$ cat src/rtl/mss_pkg.sv
package mss_pkg;
  localparam int NCHK  = 5;
  localparam int IDX_W = 3;

  typedef enum logic [2:0] {
    PH_IDLE = 3'd0,
    PH_RST  = 3'd1,
    PH_INT  = 3'd2,
    PH_RAMP = 3'd3,
    PH_DONE = 3'd4
  } phase_e;
endpackage

$ cat src/rtl/mss_chk_decode.sv
module mss_chk_decode #(
  parameter int TW      = 16,
  parameter int RST_CYC = 4,
  parameter int TM_CYC  = 1024
) (
  input  logic [TW-1:0]            slot_time,
  output logic [mss_pkg::NCHK-1:0] hit
);
  // check k sits at RST_CYC + TM_CYC / 2^(NCHK-1-k)
  for (genvar k = 0; k < mss_pkg::NCHK; k++) begin : g_pt
    localparam int PT = RST_CYC + (TM_CYC >> (mss_pkg::NCHK - 1 - k));
    assign hit[k] = (slot_time == TW'(PT));
  end
endmodule

$ cat src/rtl/mss_phase_ctl.sv
module mss_phase_ctl
  import mss_pkg::*;
#(
  parameter int TW      = 16,
  parameter int CNT_W   = 12,
  parameter int RST_CYC = 4
) (
  input  logic             clk,
  input  logic             rst_n,
  input  logic             slot_start,
  input  logic [TW-1:0]    slot_time,
  input  logic             cmp_out,
  input  logic [CNT_W-1:0] ramp_count,
  input  logic [NCHK-1:0]  hit,
  output phase_e           phase,
  output logic             chk_fire,
  output logic             l1_n,
  output logic             l2_n,
  output logic             cap_fire,
  output logic [IDX_W-1:0] idx
);
  logic             chk_any;
  logic [IDX_W-1:0] chk_idx;

  always_comb begin
    chk_any = 1'b0;
    chk_idx = '0;
    for (int k = 0; k < NCHK; k++) begin
      if (hit[k]) begin
        chk_any = 1'b1;
        chk_idx = IDX_W'(k);
      end
    end
  end

  assign chk_fire = (phase == PH_INT) && chk_any;
  assign cap_fire = (phase == PH_RAMP) && (cmp_out || (&ramp_count));

  always_ff @(posedge clk or negedge rst_n) begin
    if (!rst_n) begin
      phase <= PH_IDLE;
      l1_n  <= 1'b1;
      l2_n  <= 1'b1;
      idx   <= '0;
    end else if (slot_start) begin
      phase <= PH_RST;
      l1_n  <= 1'b1;
      l2_n  <= 1'b1;
      idx   <= '0;
    end else begin
      unique case (phase)
        PH_RST: if (slot_time == TW'(RST_CYC)) phase <= PH_INT;
        PH_INT: begin
          if (chk_any && cmp_out) begin
            l1_n  <= 1'b0;
            idx   <= chk_idx;
            phase <= PH_RAMP;
          end else if (hit[NCHK-1]) begin
            idx   <= chk_idx;
            phase <= PH_RAMP;
          end
        end
        PH_RAMP: if (cap_fire) begin
          l2_n  <= 1'b0;
          phase <= PH_DONE;
        end
        default: ;
      endcase
    end
  end
endmodule

$ cat src/rtl/mss_result_buf.sv
module mss_result_buf #(
  parameter int CNT_W = 12,
  parameter int IDX_W = 3
) (
  input  logic             clk,
  input  logic             rst_n,
  input  logic             slot_start,
  input  logic             cap_fire,
  input  logic [CNT_W-1:0] cap_count,
  input  logic [IDX_W-1:0] cap_idx,
  input  logic             row_read,
  input  logic             res_ready,
  output logic             res_valid,
  output logic [CNT_W-1:0] res_count,
  output logic [IDX_W-1:0] res_interval
);
  logic held;

  assign res_valid = held && row_read;

  always_ff @(posedge clk or negedge rst_n) begin
    if (!rst_n) begin
      held         <= 1'b0;
      res_count    <= '0;
      res_interval <= '0;
    end else if (slot_start) begin
      held <= 1'b0;
    end else if (cap_fire) begin
      held         <= 1'b1;
      res_count    <= cap_count;
      res_interval <= cap_idx;
    end else if (res_valid && res_ready) begin
      held <= 1'b0;
    end
  end
endmodule

$ cat src/rtl/mss_conv_seq.sv
module mss_conv_seq
  import mss_pkg::*;
#(
  parameter int TW      = 16,
  parameter int CNT_W   = 12,
  parameter int RST_CYC = 4,
  parameter int TM_CYC  = 1024
) (
  input  logic             clk,
  input  logic             rst_n,
  input  logic             slot_start,
  input  logic [TW-1:0]    slot_time,
  input  logic             cmp_out,
  input  logic [CNT_W-1:0] ramp_count,
  input  logic             row_read,
  input  logic             res_ready,
  output logic             int_rst,
  output logic             int_run,
  output logic             chk_en,
  output logic             ref_ramp,
  output logic             last_phase,
  output logic             analog_pwr,
  output logic             latch1_n,
  output logic             latch2_n,
  output logic             res_valid,
  output logic [CNT_W-1:0] res_count,
  output logic [IDX_W-1:0] res_interval
);
  phase_e           phase;
  logic [NCHK-1:0]  hit;
  logic             cap_fire;
  logic [IDX_W-1:0] idx;

  mss_chk_decode #(.TW(TW), .RST_CYC(RST_CYC), .TM_CYC(TM_CYC)) u_dec (
    .slot_time(slot_time),
    .hit      (hit)
  );

  mss_phase_ctl #(.TW(TW), .CNT_W(CNT_W), .RST_CYC(RST_CYC)) u_ctl (
    .clk       (clk),
    .rst_n     (rst_n),
    .slot_start(slot_start),
    .slot_time (slot_time),
    .cmp_out   (cmp_out),
    .ramp_count(ramp_count),
    .hit       (hit),
    .phase     (phase),
    .chk_fire  (chk_en),
    .l1_n      (latch1_n),
    .l2_n      (latch2_n),
    .cap_fire  (cap_fire),
    .idx       (idx)
  );

  mss_result_buf #(.CNT_W(CNT_W), .IDX_W(IDX_W)) u_buf (
    .clk         (clk),
    .rst_n       (rst_n),
    .slot_start  (slot_start),
    .cap_fire    (cap_fire),
    .cap_count   (ramp_count),
    .cap_idx     (idx),
    .row_read    (row_read),
    .res_ready   (res_ready),
    .res_valid   (res_valid),
    .res_count   (res_count),
    .res_interval(res_interval)
  );

  assign int_rst    = (phase == PH_RST);
  assign int_run    = (phase == PH_INT);
  assign ref_ramp   = (phase == PH_RAMP);
  assign last_phase = ref_ramp && latch1_n;
  assign analog_pwr = int_rst || int_run || ref_ramp;
endmodule

$ cat config.mk
export PLATFORM = sky130hd
export DESIGN_NAME = mss_conv_seq
export DESIGN_NICKNAME = d
export VERILOG_FILES = /design/src/rtl/mss_pkg.sv /design/src/rtl/mss_chk_decode.sv /design/src/rtl/mss_phase_ctl.sv /design/src/rtl/mss_result_buf.sv /design/src/rtl/mss_conv_seq.sv
export SDC_FILE = /design/constraint.sdc
export NUM_CORES = 1
export LEC_CHECK = 0
export ABC_AREA = 1
export ABC_CLOCK_PERIOD_IN_PS = 1480
export BUFFER_PORTS_ARGS = -buffer_cell sky130_fd_sc_hd__clkbuf_2
export CORE_MARGIN = 5
export CORE_UTILIZATION = 30
export DETAILED_ROUTE_END_ITERATION = 10
export GPL_TIMING_DRIVEN = 0
export PLACE_DENSITY = 0.6
export SYNTH_ARGS = -nofsm -noshare
export SYNTH_HDL_FRONTEND = slang
export SYNTH_HIERARCHICAL = 1
export SYNTH_SLANG_ARGS = --single-unit
$ cat constraint.sdc
create_clock -name clk -period 1.48 [get_ports clk]
set_clock_uncertainty 0.1 [all_clocks]
set_input_delay 0.074 -clock clk [delete_from_list [all_inputs] [get_ports clk]]
set_output_delay 0.074 -clock clk [all_outputs]
set_load 0.05 [all_outputs]
* Word-level counts from Yosys, hierarchy flattened
Index checks and enable logic that the tools add are counted.
W data, S select, Z words.
** Cells by class
- Add/sub/neg operators :: 0
- Multipliers :: 0
- Div/mod/pow operators :: 0
- Order comparisons :: 0
- Equal/unequal tests :: 12
- Shifts and indexed selects :: 0
- Muxes and demuxes :: 28
- Bitwise gates (word level) :: 1
- Reduce and logical (&&, ||, !) cells :: 22
** Operators by type and width (count)
- $mux W3 :: 10
- $eq A16 B10 Y1 const B :: 1
- $eq A16 B11 Y1 const B :: 1
- $eq A16 B3 Y1 const B :: 1
- $eq A16 B7 Y1 const B :: 1
- $eq A16 B8 Y1 const B :: 1
- $eq A16 B9 Y1 const B :: 1
- $mux W1 :: 15
- $reduce_and A12 Y1 :: 1
- $pmux W3 S3 :: 1
- $reduce_and A2 Y1 :: 4
- $reduce_bool A2 Y1 :: 4
- $eq A3 B2 Y1 const B :: 2
- $logic_and A1 B1 Y1 :: 6
- $ne A3 B2 Y1 const B :: 2
- $reduce_bool A3 Y1 :: 2
- $mux W2 :: 2
- $ne A4 B2 Y1 const B :: 1
- $reduce_and A4 Y1 :: 1
- $reduce_bool A4 Y1 :: 1
- $eq A3 B1 Y1 const B :: 1
- $logic_or A1 B1 Y1 :: 3
- $not A1 Y1 :: 1
** Word-level totals
- Bits in registers :: 24
- Latch bits :: 0
- Memory bits (writable) :: 0
- Memory bits (read-only) :: 0
- Input bits :: 34
- Output and inout port bits :: 24
- Word-level logic and storage cells :: 70
- Memories kept :: 0

* Logic depth before layout (Yosys ltp)
- Depth after elaboration :: 10
- Depth in mapped cells :: 12
- Depth with buffers taken out :: 12

* Cells and area by module
The synthesis kept the hierarchy.
** Modules (own cells, without submodules)
- mss_result_buf :: times used 1, cells an instance 72, area each 679.4 sq um, sequential area each 400.4 sq um
- mss_phase_ctl :: times used 1, cells an instance 85, area each 563.0 sq um, sequential area each 202.7 sq um
- mss_chk_decode :: times used 1, cells an instance 49, area each 196.4 sq um, sequential area each 0.0 sq um
- mss_conv_seq :: times used 1, cells an instance 10, area each 41.3 sq um, sequential area each 0.0 sq um

* Worst setup path before layout
Ideal clock, no wire load.
- Path type :: register to output
- Start point :: reg u_ctl.phase[0]
- End point :: out int_rst
- Arrival :: 1.571 ns
- Required time :: 1.306 ns
- Setup slack :: -0.265 ns
- Stages on the path, launching flop included :: 3
- Path buffers :: 0
- Cell sequence :: dfrtp_1 > inv_1 > nor3_1
** Between the ends
- Word-level cells in the longest chain between the ends :: 1
** RTL lines
- start, declared :: RTL line mss_phase_ctl.sv:15 : output phase_e phase,
- start signal, assigned :: RTL line mss_phase_ctl.sv:41 : phase <= PH_IDLE;
- start signal, assigned :: RTL line mss_phase_ctl.sv:46 : phase <= PH_RST;
- start signal, assigned :: RTL line mss_phase_ctl.sv:52 : PH_RST: if (slot_time == TW'(RST_CYC)) phase <= PH_INT;
- $eq A3 B1 Y1 :: RTL line mss_conv_seq.sv:69 : assign int_rst = (phase == PH_RST);
- end, declared :: RTL line mss_conv_seq.sv:17 : output logic int_rst,
Every way passes these cells.

* Final worst setup path
- Start point :: reg u_ctl.phase[2]
- End point :: out chk_en
** Between the ends
- Word-level cells in the longest chain between the ends :: 2
** RTL lines
- $eq A3 B2 Y1 :: RTL line mss_phase_ctl.sv:36 : assign chk_fire = (phase == PH_INT) && chk_any;
- $logic_and A1 B1 Y1 :: RTL line mss_phase_ctl.sv:36
- end, declared :: RTL line mss_conv_seq.sv:19 : output logic chk_en,
Every way passes these cells.

==> run metrics <==
Area Growth Syn to Fin 51.5%; Post-Synthesis Cells 216; r2r setup slk 0.04 ns; Power Density 1470 nW/µm²; Hold Vio Cnt, Final 0; Compound-Gate Fraction of Synth Area 2.79%; drt drc 0; largest net degree at the start of global routing 25; status finished, final reports clean; GPL Wtd Cong 0.775; Fmax achieved just under 700 MHz; Worst R2R End u_ctl/idx[1]$_DFFE_PN0P_; worst-case hold path end point u_ctl/l1_n$_DFFE_PN1P_; port bufs 57; power share of the combinational group 55.3%; grt total ovfl 0; post-synthesis sequential element count 24; Clock Latency Late Sink 0.26 ns; hold path start cmp_out; initial core utilization 31.1%; 1st-iter DRT viols 96; Slew Viols, Final 0; Reg power frac 31.6%; Sw Share 50.9%; Crit-path slowest cell dfrtp_2; critical path class register to output pin; worst slew pin tran 0.601 ns; CP top delay family flip-flops; CORE AREA 4750 µm²; RSZ-0062 raised after global routing yes; syn_nets 250; first-pass GRT wire length 6270 µm; launching point of the worst reg2reg path u_ctl/phase[2]$_DFFE_PN0P_; vias per cell ~4.3; R2R depth 9; Clock Path Buffers 2; area share of the largest cell type after synthesis 37.2%; commonest non-fill, non-tap cells in the layout nand2_1, clkbuf_2, nor2_1, nand3_1, inv_1; Total Power 3.30 mW; Area contributors post-synth dfrtp_1, nand2_1, nand3_1; Hold Path Class input pin to register; Setup-failing EPs final 0; Die Footprint 6440 µm²; initial antenna violation count 0; Detailed Place HPWL 2900 µm; Critical Path End Type output pin; critical path depth in cells 6; Die W 80.2 µm; Synth Area in XOR/XNOR 0%; diode count 0; CP Buf/Inv Count 3; clock network fraction of design power 13.2%; MaxCap Viol Count 0; Tmin final roughly 1.5 ns; commonest non-fill, non-tap cell in the layout nand2_1; CP Cell Sequence inv_4 > nand2_4 > nor2_4 > nand2_2 > inv_2 > buf_8; CP arrival 1.28 ns; GRT Util Overall 12.2%; ANT nets after route 0; Post-Route Utilization a little under half; combinational family with the most area after synthesis simple AND/OR/NAND/NOR gates; Post-Synth Simple-Gate Area 45.1%; crit-path max FO 4; CP peak stage delay approximately 0.44 ns; Pre-antenna DRT Iters 5; worst vdd ir 618 µV; distinct cell type count after synthesis 24; sequential area share after synthesis between 40% and 50%; worst rel slew slack 60.0%; critical path data required time between 1 and 1.5 ns; Synth Area in Adders 0%; Mean Syn Cell Area a little under 7 µm²; root buffer cell clkbuf_8; share of cells above drive strength 1 between 30 and 40%; Pint 1.62 mW; Yosys top cell by area dfrtp_1; IO Pins between 50 and 60; clock sinks 24; WL final 3950 µm; CP Launch Type register; vias in the first global route ~1.5k; H-tree depth 1; Cell Area, Synth ~1500 µm²; Routed wire per std cell 10.8 µm; leakage power 1.24 nW; mux cell area share after synthesis 0%; Clock transition at path regs 0.08 ns; switching pwr 1.68 mW; row count 25; worst hold stages 4; Yosys warning total 6; die height 80.2 µm; CTS tree built; final worst-path cycle share 98.4%; CTS buffer count 3; final net count 335; Vias ~1.6k
## tightest hold or removal path, stage by stage
cell and delay [ns]:
clkbuf_2 0.10, nand2_2 0.11, o21ai_0 0.08, nand2_1 0.06
## worst max-delay path by stage
stage	endpoint	slack [ns]	from
2_1_floorplan	analog_pwr	0.06	u_ctl/phase[0]$_DFFE_PN0P_
3_3_place_gp	u_ctl/phase[0]$_DFFE_PN0P_	-0.20	slot_time[3]
3_5_place_dp	u_ctl/phase[0]$_DFFE_PN0P_	-0.23	slot_time[5]
4_1_cts	u_buf/res_count[1]$_DFFE_PN0P_	0.001	u_ctl/phase[2]$_DFFE_PN0P_
5_1_grt	chk_en	-0.06	u_ctl/phase[2]$_DFFE_PN0P_
6_report	chk_en	0.02	u_ctl/phase[2]$_DFFE_PN0P_
## what timing repair did
item                                    in CTS  in global routing
endpoints found under the setup margin      14                 20
endpoints found under the hold margin       35                  0
cloned                                       0                  1
gates resized for setup                      7                 33
pin swaps                                    0                  6
setup buffers                                1                  6
hold buffers                                15                  0
## logic make-up (layout without fill, tap and decap cells)
family,after synthesis,after routing
AOI/OAI and AO/OA,5,5
buffers and inverters,35,119
DFF,24,24
and+or+nand+nor,152,152
## state kept, by name, summed over array words and instances (netlist names)
register and count:
u_buf/res_count 12, u_buf/res_interval 3, u_ctl/idx 3, u_ctl/phase 3, u_buf/held 1, u_ctl/l1_n 1, u_ctl/l2_n 1
## metal layers
metal	track usage, %	share of wire [%]	up-vias	routed length (µm)
met2	20.4	44	66	1750
met4	4.05	0.48	0	19
li1	-	-	828	-
met5	0	0	-	0
met3	3.25	11	2	445
met1	14.9	44	674	1740
## power groups by stage
stage / sequential, mW / combinational, mW / clock [mW]
6_report: 1.04 / 1.82 / 0.436
5_1_grt: 1.07 / 1.94 / 0.488
4_1_cts: 1.01 / 1.69 / 0.452
3_5_place_dp: 1.02 / 1.65 / 0
3_3_place_gp: 1.01 / 1.63 / 0
2_1_floorplan: 1.58 / 0.679 / 0
## per-stage QoR
stage | cell area (µm²) | TNS (ns) | setup WS (ns) | hold WS, ns | std cells
global route | 2240 | -0.319 | -0.0566 | 0.134 | 367
CTS | 2090 | 0 | 0.00107 | 0.0744 | 360
floorplan | 1490 | 0 | 0.0584 | -0.322 | 216
finish | 2240 | 0 | 0.0242 | 0.0796 | 367
global placement | 1860 | -1.66 | -0.197 | 0.0129 | 340
detailed placement | 1860 | -1.93 | -0.231 | 0.0144 | 340
## layout make-up
type,instances,area (µm²)
Tap cell,67,83.8
Inverter,31,121
Sequential cell,24,607
Buffer,4,48.8
Timing Repair Buffer,80,531
Clock buffer,4,55.1
Fill cell,497,2510
Multi-Input combinational cell,157,796
## cells in the mapped netlist
library cell and number:
a21oi_1 1, nand3_1 25, o21ai_0 1, nor2_1 30
o21ai_1 1, nand3_2 1, inv_2 4, dfstp_2 2
nor2_4 3, nor2_2 1, nand4_1 2, buf_8 1
inv_1 26, nand2_1 80, inv_4 1, nor3_1 1
and2_0 1, a21boi_4 1, buf_6 3, dfrtp_1 22
nand2_2 6, nand3b_1 1, o21bai_1 1, nand2_4 1
Note: power is estimated with default switching activity, not from simulation.
